[src/rtl/vciIssuerPkg.sv]
package vciIssuerPkg;
  localparam logic [1:0] CMD_READ  = 2'b01;
  localparam logic [1:0] CMD_WRITE = 2'b10;
  localparam logic [2:0] TYPE_WRITE = 3'b100;

  typedef struct packed {
    logic loadRd;
    logic loadWr;
    logic advance;
    logic issue;
  } issueStrobe_t;
endpackage

[src/rtl/vciIssuerCtrl.sv]
module vciIssuerCtrl
  import vciIssuerPkg::*;
#(
  parameter int SLOTS  = 8,
  parameter int SLOT_W = 3
) (
  input  logic              clk,
  input  logic              rstN,
  input  logic              rdReqValid,
  input  logic [1:0]        rdReqType,
  output logic              rdReqReady,
  input  logic              wrReqValid,
  input  logic [SLOT_W-1:0] wrReqSlot,
  output logic              wrReqReady,
  input  logic              cmdAck,
  input  logic              isLast,
  output issueStrobe_t      strobe,
  input  logic              rspVal,
  input  logic              rspEop,
  input  logic [2:0]        rspType,
  input  logic [SLOT_W-1:0] rspTrdid,
  output logic              dataRefillValid,
  output logic              instRefillValid,
  output logic [SLOTS-1:0]  wrSlotAck,
  output logic              rspError
);
  typedef enum logic [1:0] {IDLE, READCMD, WRITECMD} state_e;
  state_e state;
  logic [3:0]       typeBusy;
  logic [SLOTS-1:0] slotBusy;
  logic idle, wrGo, rdGo, rdHit, wrHit;

  always_comb begin
    idle = (state == IDLE);
    wrGo = idle && wrReqValid && !slotBusy[wrReqSlot];
    rdGo = idle && rdReqValid && !typeBusy[rdReqType] && !wrGo;
    wrReqReady = idle && !slotBusy[wrReqSlot];
    rdReqReady = idle && !typeBusy[rdReqType] && !wrGo;
    strobe.loadWr  = wrGo;
    strobe.loadRd  = rdGo;
    strobe.issue   = (state != IDLE);
    strobe.advance = (state == WRITECMD) && cmdAck && !isLast;
  end

  always_comb begin
    rdHit = rspVal && !rspType[2] && typeBusy[rspType[1:0]] && (rspTrdid == '0);
    wrHit = rspVal && (rspType == TYPE_WRITE) && slotBusy[rspTrdid];
    dataRefillValid = rdHit && !rspType[1];
    instRefillValid = rdHit && rspType[1];
    wrSlotAck = '0;
    if (wrHit) wrSlotAck[rspTrdid] = 1'b1;
    rspError = rspVal && !rdHit && !wrHit;
  end

  always_ff @(posedge clk) begin
    if (!rstN) begin
      state    <= IDLE;
      typeBusy <= '0;
      slotBusy <= '0;
    end else begin
      if (rdGo) typeBusy[rdReqType] <= 1'b1;
      if (rdHit && rspEop) typeBusy[rspType[1:0]] <= 1'b0;
      if (wrGo) slotBusy[wrReqSlot] <= 1'b1;
      if (wrHit) slotBusy[rspTrdid] <= 1'b0;
      case (state)
        IDLE:     if (wrGo) state <= WRITECMD;
                  else if (rdGo) state <= READCMD;
        READCMD:  if (cmdAck) state <= IDLE;
        WRITECMD: if (cmdAck && isLast) state <= IDLE;
        default:  state <= IDLE;
      endcase
    end
  end


  busy_hold_chk: assert property (@(posedge clk) disable iff (!rstN)
    typeBusy[0] && !(rdHit && rspEop && rspType[1:0] == 2'b00) |=> typeBusy[0]);


  err_excl_chk: assert property (@(posedge clk) disable iff (!rstN)
    rspError |-> !dataRefillValid && !instRefillValid && (wrSlotAck == '0));
endmodule

[src/rtl/vciIssuerDpath.sv]
module vciIssuerDpath
  import vciIssuerPkg::*;
#(
  parameter int ADDR_W     = 32,
  parameter int DATA_W     = 32,
  parameter int SLOT_W     = 3,
  parameter int LINE_WORDS = 16,
  localparam int BE_W      = DATA_W / 8,
  localparam int WORD_LSB  = $clog2(BE_W),
  localparam int LINE_W    = $clog2(LINE_WORDS),
  localparam int HALF_WORDS = LINE_WORDS / 2,
  localparam int HALF_W    = $clog2(HALF_WORDS),
  localparam int LINE_LSB  = WORD_LSB + LINE_W,
  localparam int PLEN_W    = $clog2(LINE_WORDS * BE_W) + 1
) (
  input  logic              clk,
  input  logic              rstN,
  input  issueStrobe_t      strobe,
  input  logic [1:0]        rdReqType,
  input  logic [ADDR_W-1:0] rdReqAddr,
  input  logic [SLOT_W-1:0] wrReqSlot,
  input  logic [ADDR_W-1:0] wrReqAddr,
  input  logic [HALF_W-1:0] wrReqLen,
  output logic [SLOT_W-1:0] wrBufSlot,
  output logic [LINE_W-1:0] wrBufWord,
  input  logic [DATA_W-1:0] wrBufData,
  input  logic [BE_W-1:0]   wrBufBe,
  input  logic              cmdAck,
  output logic              cmdVal,
  output logic [1:0]        cmdCmd,
  output logic [ADDR_W-1:0] cmdAddr,
  output logic [PLEN_W-1:0] cmdPlen,
  output logic [BE_W-1:0]   cmdBe,
  output logic [DATA_W-1:0] cmdWdata,
  output logic [3:0]        cmdPktid,
  output logic [SLOT_W-1:0] cmdTrdid,
  output logic              cmdEop,
  output logic              isLast
);
  logic              isWr;
  logic [1:0]        typeReg;
  logic [SLOT_W-1:0] slotReg;
  logic [ADDR_W-1:0] baseAddr;
  logic [HALF_W-1:0] flitIdx, lastIdx;
  logic [PLEN_W-1:0] plenReg;
  logic [HALF_W:0]   room, want, flits;

  always_comb begin
    room  = (HALF_W+1)'(HALF_WORDS) - {1'b0, wrReqAddr[WORD_LSB +: HALF_W]};
    want  = {1'b0, wrReqLen} + 1'b1;
    flits = (want < room) ? want : room;
  end

  always_ff @(posedge clk) begin
    if (!rstN) begin
      isWr <= 1'b0; typeReg <= '0; slotReg <= '0; baseAddr <= '0;
      flitIdx <= '0; lastIdx <= '0; plenReg <= '0;
    end else if (strobe.loadRd) begin
      isWr    <= 1'b0;
      typeReg <= rdReqType;
      slotReg <= '0;
      flitIdx <= '0;
      lastIdx <= '0;
      if (rdReqType[0]) begin
        baseAddr <= {rdReqAddr[ADDR_W-1:LINE_LSB], {LINE_LSB{1'b0}}};
        plenReg  <= PLEN_W'(LINE_WORDS * BE_W);
      end else begin
        baseAddr <= {rdReqAddr[ADDR_W-1:WORD_LSB], {WORD_LSB{1'b0}}};
        plenReg  <= PLEN_W'(BE_W);
      end
    end else if (strobe.loadWr) begin
      isWr     <= 1'b1;
      typeReg  <= '0;
      slotReg  <= wrReqSlot;
      flitIdx  <= '0;
      lastIdx  <= HALF_W'(flits - 1'b1);
      baseAddr <= {wrReqAddr[ADDR_W-1:WORD_LSB], {WORD_LSB{1'b0}}};
      plenReg  <= PLEN_W'(flits) << WORD_LSB;
    end else if (strobe.advance) begin
      flitIdx <= flitIdx + 1'b1;
    end
  end

  always_comb begin
    cmdVal    = strobe.issue;
    cmdAddr   = baseAddr + (ADDR_W'(flitIdx) << WORD_LSB);
    cmdCmd    = isWr ? CMD_WRITE : CMD_READ;
    cmdPlen   = plenReg;
    isLast    = (flitIdx == lastIdx);
    cmdEop    = isLast;
    cmdPktid  = isWr ? {1'b0, TYPE_WRITE} : {2'b00, typeReg};
    cmdTrdid  = isWr ? slotReg : '0;
    cmdBe     = isWr ? wrBufBe : '1;
    cmdWdata  = isWr ? wrBufData : '0;
    wrBufSlot = slotReg;
    wrBufWord = cmdAddr[WORD_LSB +: LINE_W];
  end


  cmd_hold_chk: assert property (@(posedge clk) disable iff (!rstN)
    cmdVal && !cmdAck |=> cmdVal && $stable(cmdAddr) && $stable(cmdPktid)
                          && $stable(cmdTrdid) && $stable(cmdEop) && $stable(cmdPlen));


  read_single_chk: assert property (@(posedge clk) disable iff (!rstN)
    cmdVal && cmdCmd == CMD_READ |-> cmdEop);


  addr_step_chk: assert property (@(posedge clk) disable iff (!rstN)
    cmdVal && cmdCmd == CMD_WRITE && cmdAck && !cmdEop
      |=> cmdVal && cmdAddr == $past(cmdAddr) + ADDR_W'(BE_W));


  half_line_chk: assert property (@(posedge clk) disable iff (!rstN)
    cmdVal && cmdCmd == CMD_WRITE && cmdAck && !cmdEop
      |=> cmdAddr[ADDR_W-1:WORD_LSB+HALF_W] == $past(cmdAddr[ADDR_W-1:WORD_LSB+HALF_W]));
endmodule

[src/rtl/cacheVciIssuer.sv]
module cacheVciIssuer
  import vciIssuerPkg::*;
#(
  parameter int ADDR_W     = 32,
  parameter int DATA_W     = 32,
  parameter int LINE_WORDS = 16,
  parameter int SLOTS      = 8,
  localparam int SLOT_W    = $clog2(SLOTS),
  localparam int BE_W      = DATA_W / 8,
  localparam int LINE_W    = $clog2(LINE_WORDS),
  localparam int HALF_W    = $clog2(LINE_WORDS / 2),
  localparam int PLEN_W    = $clog2(LINE_WORDS * BE_W) + 1
) (
  input  logic              clk,
  input  logic              rstN,
  input  logic              rdReqValid,
  input  logic [1:0]        rdReqType,
  input  logic [ADDR_W-1:0] rdReqAddr,
  output logic              rdReqReady,
  input  logic              wrReqValid,
  input  logic [SLOT_W-1:0] wrReqSlot,
  input  logic [ADDR_W-1:0] wrReqAddr,
  input  logic [HALF_W-1:0] wrReqLen,
  output logic              wrReqReady,
  output logic [SLOT_W-1:0] wrBufSlot,
  output logic [LINE_W-1:0] wrBufWord,
  input  logic [DATA_W-1:0] wrBufData,
  input  logic [BE_W-1:0]   wrBufBe,
  output logic              cmdVal,
  input  logic              cmdAck,
  output logic [1:0]        cmdCmd,
  output logic [ADDR_W-1:0] cmdAddr,
  output logic [PLEN_W-1:0] cmdPlen,
  output logic [BE_W-1:0]   cmdBe,
  output logic [DATA_W-1:0] cmdWdata,
  output logic [3:0]        cmdPktid,
  output logic [SLOT_W-1:0] cmdTrdid,
  output logic              cmdEop,
  input  logic              rspVal,
  output logic              rspAck,
  input  logic [DATA_W-1:0] rspRdata,
  input  logic [3:0]        rspPktid,
  input  logic [SLOT_W-1:0] rspTrdid,
  input  logic              rspEop,
  output logic              dataRefillValid,
  output logic              instRefillValid,
  output logic [DATA_W-1:0] refillData,
  output logic              refillLast,
  output logic [SLOTS-1:0]  wrSlotAck,
  output logic              rspError
);
  issueStrobe_t strobe;
  logic isLast;

  assign rspAck     = 1'b1;
  assign refillData = rspRdata;
  assign refillLast = rspEop;

  vciIssuerCtrl #(.SLOTS(SLOTS), .SLOT_W(SLOT_W)) ctrl (
    .clk(clk), .rstN(rstN),
    .rdReqValid(rdReqValid), .rdReqType(rdReqType), .rdReqReady(rdReqReady),
    .wrReqValid(wrReqValid), .wrReqSlot(wrReqSlot), .wrReqReady(wrReqReady),
    .cmdAck(cmdAck), .isLast(isLast), .strobe(strobe),
    .rspVal(rspVal), .rspEop(rspEop), .rspType(rspPktid[2:0]), .rspTrdid(rspTrdid),
    .dataRefillValid(dataRefillValid), .instRefillValid(instRefillValid),
    .wrSlotAck(wrSlotAck), .rspError(rspError)
  );

  vciIssuerDpath #(.ADDR_W(ADDR_W), .DATA_W(DATA_W), .SLOT_W(SLOT_W),
                   .LINE_WORDS(LINE_WORDS)) dpath (
    .clk(clk), .rstN(rstN), .strobe(strobe),
    .rdReqType(rdReqType), .rdReqAddr(rdReqAddr),
    .wrReqSlot(wrReqSlot), .wrReqAddr(wrReqAddr), .wrReqLen(wrReqLen),
    .wrBufSlot(wrBufSlot), .wrBufWord(wrBufWord),
    .wrBufData(wrBufData), .wrBufBe(wrBufBe),
    .cmdAck(cmdAck), .cmdVal(cmdVal), .cmdCmd(cmdCmd), .cmdAddr(cmdAddr),
    .cmdPlen(cmdPlen), .cmdBe(cmdBe), .cmdWdata(cmdWdata), .cmdPktid(cmdPktid),
    .cmdTrdid(cmdTrdid), .cmdEop(cmdEop), .isLast(isLast)
  );
endmodule

[config.mk]
export PLATFORM = sky130hd
export DESIGN_NAME = cacheVciIssuer
export DESIGN_NICKNAME = d
export VERILOG_FILES = /design/src/rtl/vciIssuerPkg.sv /design/src/rtl/vciIssuerCtrl.sv /design/src/rtl/vciIssuerDpath.sv /design/src/rtl/cacheVciIssuer.sv
export SDC_FILE = /design/constraint.sdc
export NUM_CORES = 1
export LEC_CHECK = 0
export BUFFER_PORTS_ARGS = -buffer_cell sky130_fd_sc_hd__buf_4
export CAP_MARGIN = 20
export CORE_ASPECT_RATIO = 0.5
export CORE_MARGIN = 4
export CORE_UTILIZATION = 39
export DETAILED_ROUTE_END_ITERATION = 16
export PLACE_DENSITY = 0.79
export REMOVE_ABC_BUFFERS = 1
export SYNTH_ARGS = -nofsm -noshare
export SYNTH_HDL_FRONTEND = slang
export SYNTH_SLANG_ARGS = --single-unit
[constraint.sdc]
create_clock -name clk -period 2.4 [get_ports clk]
set_clock_uncertainty 0.15 [all_clocks]
set_input_delay 0.24 -clock clk [delete_from_list [all_inputs] [get_ports clk]]
set_output_delay 0.24 -clock clk [all_outputs]
set_load 0.05 [all_outputs]
==> results.md <==
- Clock share of power: 27.1%
- Yosys cell types: 55
- Top cell type's share of synthesized area: 27.35%
- Port buffer count: 218
- Setup CP Type: reg -> out
- Nets: 940
- Critical Path Start Type: register
- Area contributors post-synth: dfxtp_1 27%, buf_4 8.4%, nand2_1 7.9%
- Outcome: finished, violations left
- Die Area: 13130 um2
- FFs w/ async S/R, synth: 0%
- Layout cells sized above 1: 43.21%
- Max-slew violations: 0
- Post-Synthesis Cells: 573
- Vias in the first global route: 4580
- Met3 WL post-DR: 1692 um
- CP required: 2.01 ns
- Cell Int Power: 2.533 mW
- Syn_area_per_cell: 7.664 um2
- Max Used Layer: met5
- Commonest register cell after synthesis: dfxtp_1
- Leakage: 3.105 nW
- CP Max Fanout: 4
- Reg2reg end: dpath.cmdPlen[4]
- Post-DRT Antenna Nets: 0
- Worst Path Arrival: 2.22 ns
- Minimum clock period: 2.612 ns
- Die width: 158.1 um
- Clk slew on worst S/H paths: 0.05 ns
- Core ar.: 10980 um2
- R2R Setup Slk: 0.29 ns
- Final period utilization: 108.8%
- DRC violations left: 0
- Drt first-iter violations: 250
- Synthesized flop and latch total: 60
- R2R depth: 7
- EDFF count, synth: 0
- Row cnt: 27
- Failing checks: setup timing
- Fmax: 382.8 MHz
- Vias: 4837
- P_sw: 1.720 mW
- Avg WL per Cell: 19.14 um
- Finished Layout Cells: 925
- Reg-to-Reg Start: ctrl.slotBusy[3]
- HP Class: in -> reg
- Largest net degree at the start of global routing: 78
- CTS tree: done
- Sw frac: 40.44%
- Final setup margin: -0.2122 ns
- Drt first pass iters: 5
- Final Cell Area: 6658 um2
- Final setup viols: 17
- Post-DP Area: 6065 um2
- VDD IR-drop max: 0.3634 mV
- Sequential element share of the synthesized area: 27.35%
- Ant diodes: 0
- Antenna violations before repair: 0
- WHS Path Cells: 2
- Dpl ws: -0.1880 ns
- Dpl hpwl: 14170 um
- GPL Wtd Cong: 0.9002
- Synthesis-to-finish area growth: 51.60%
- Num ports: 294
- Routed wl met2: 8004 um
- Initial core utilization: 40.00%
- Grt ovf: 0
- Hold Path End: dpath.baseAddr[24]
- First-pass GRT wire length: 26070 um
- Synth area leader: dfxtp_1
- Cell total after placement: 900
- Die H: 83.04 um
- CTS Root Cell: clkbuf_16
- Fin. Hold Viols: 0
- Commonest cells in the netlist: 93 x nand2_1, 60 x dfxtp_1, 53 x nor2_1
- Unrepaired setup endpoints after global routing: yes
- CTS buffer count: 9
- Reg power frac: 28.4%
- Synth Warn #: 0
- Clk buf depth: 2
- Gate power share: 44.5%
- Post-Syn Area: 4392 um2
- Hold path start: wrReqAddr[24]
- Worst-Skew Late Latency: 0.33 ns
- Number of max-cap violations: 0
- H-tree levels: 3
- Clock sink count: 60
- Gr usage total: 25.79%
- Setup crit end kind: output port
- Vias per cell: 5.229
- Count leader, synth: nand2_1
- Met1 Routed Length: 7549 um
- Power Density: 638.8 nW/um2
- Total routed wirelength: 17710 um
[how the worst max path moves through the flow]
stage,cells past startpoint,from,endpoint,slack [ns]
floorplan,4,ctrl.state[0],dpath.baseAddr[11],-1.18
global placement,12,wrReqAddr[2],dpath.lastIdx[1],-0.09
detailed placement,13,wrReqAddr[3],dpath.lastIdx[2],-0.19
CTS,6,dpath.baseAddr[11],cmdAddr[31],-0.17
global route,6,dpath.baseAddr[11],cmdAddr[29],-0.26
finish,6,dpath.baseAddr[14],cmdAddr[25],-0.21
[per-stage QoR]
step	hold WS, ns	power (mW)	TNS, ns	utilization, %
finish	0.01443	4.253	-1.926	60.64
global route	0.01638	4.457	-3.200	60.64
CTS	0.001272	4.243	-1.076	59.18
detailed placement	0.3113	3.056	-0.3638	55.24
global placement	0.3025	3.029	-0.1782	55.24
floorplan	0.2075	2.342	-55.10	-
[cell type report]
class,instances,area (um2)
Clock buffer,14,254.0
Clock inverter,2,10.01
Fill cell,965,4322
Inverter,15,56.30
Multi-Input combinational cell,423,2859
Sequential cell,60,1211
Tap cell,145,181.4
Timing Repair Buffer,266,2086
[critical path, stage by stage (launching register included)]
cell     delay, ns
dfxtp_1       0.35
nand4_1       0.19
nor4_2        0.28
or4b_4        0.56
nor2_1        0.13
xor2_1        0.16
buf_4         0.22
[power by group through the flow]
stage          Sequential [mW]  Combinational, mW  Clock, mW
3_5_place_dp              1.21               1.84          0
4_1_cts                   1.20               1.87       1.17
5_1_grt                   1.22               2.01       1.22
6_report                  1.21               1.89       1.15
2_1_floorplan             1.28               1.07          0
3_3_place_gp              1.21               1.82          0
[repair_timing]
item | in CTS | in global routing
hold endpoints to repair | 1 | 0
endpoints found under the setup margin | 24 | 29
resized for setup | 34 | 25
cloned | 0 | 0
setup buffers | 3 | 6
hold buffers | 1 | 0
pin swaps | 16 | 17
[cells by family after synthesis]
| logic type | share of synthesized area (%) |
|---|---|
| simple gates | 30.23 |
| xor+xnor | 7.379 |
| compound gates | 14.96 |
| fa+ha+maj | 3.533 |
| buf+inv | 12.62 |
| mux | 3.760 |
| other cells | 0.1710 |
| flops | 27.35 |
[flip-flops by register name, indices dropped and copies added, names as in the netlist]
name             cells
dpath.baseAddr      30
ctrl.slotBusy        8
dpath.lastIdx        3
dpath.wrBufSlot      3
dpath.cmdPlen        4
dpath.typeReg        2
ctrl.typeBusy        4
dpath.flitIdx        3
ctrl.state           2
dpath.isWr           1
[placed cells by master, fill, tap and decap left out, drive strengths merged, types with 3 or more instances in the layout]
master	count
xor2	15
nor2b	10
o21ai	8
ha	10
a311oi	28
a31oi	10
clkbuf	14
nand2b	7
mux2	6
nor3	18
a21oi	14
inv	14
nand3	20
conb	6
nor2	53
nand4	8
a211oi	4
xnor2	22
and2	38
dfxtp	60
buf	265
mux4	3
mux2i	3
nand2	93
clkinv	3
nor3b	3
and3	12
[metal layers]
metal,GRT usage [%],vias up
met3,10.88,27
met2,39.48,197
met4,6.347,2
li1,-,2331
met1,33.07,2280
met5,7.540,-
Power figures use the tool's default switching activity.
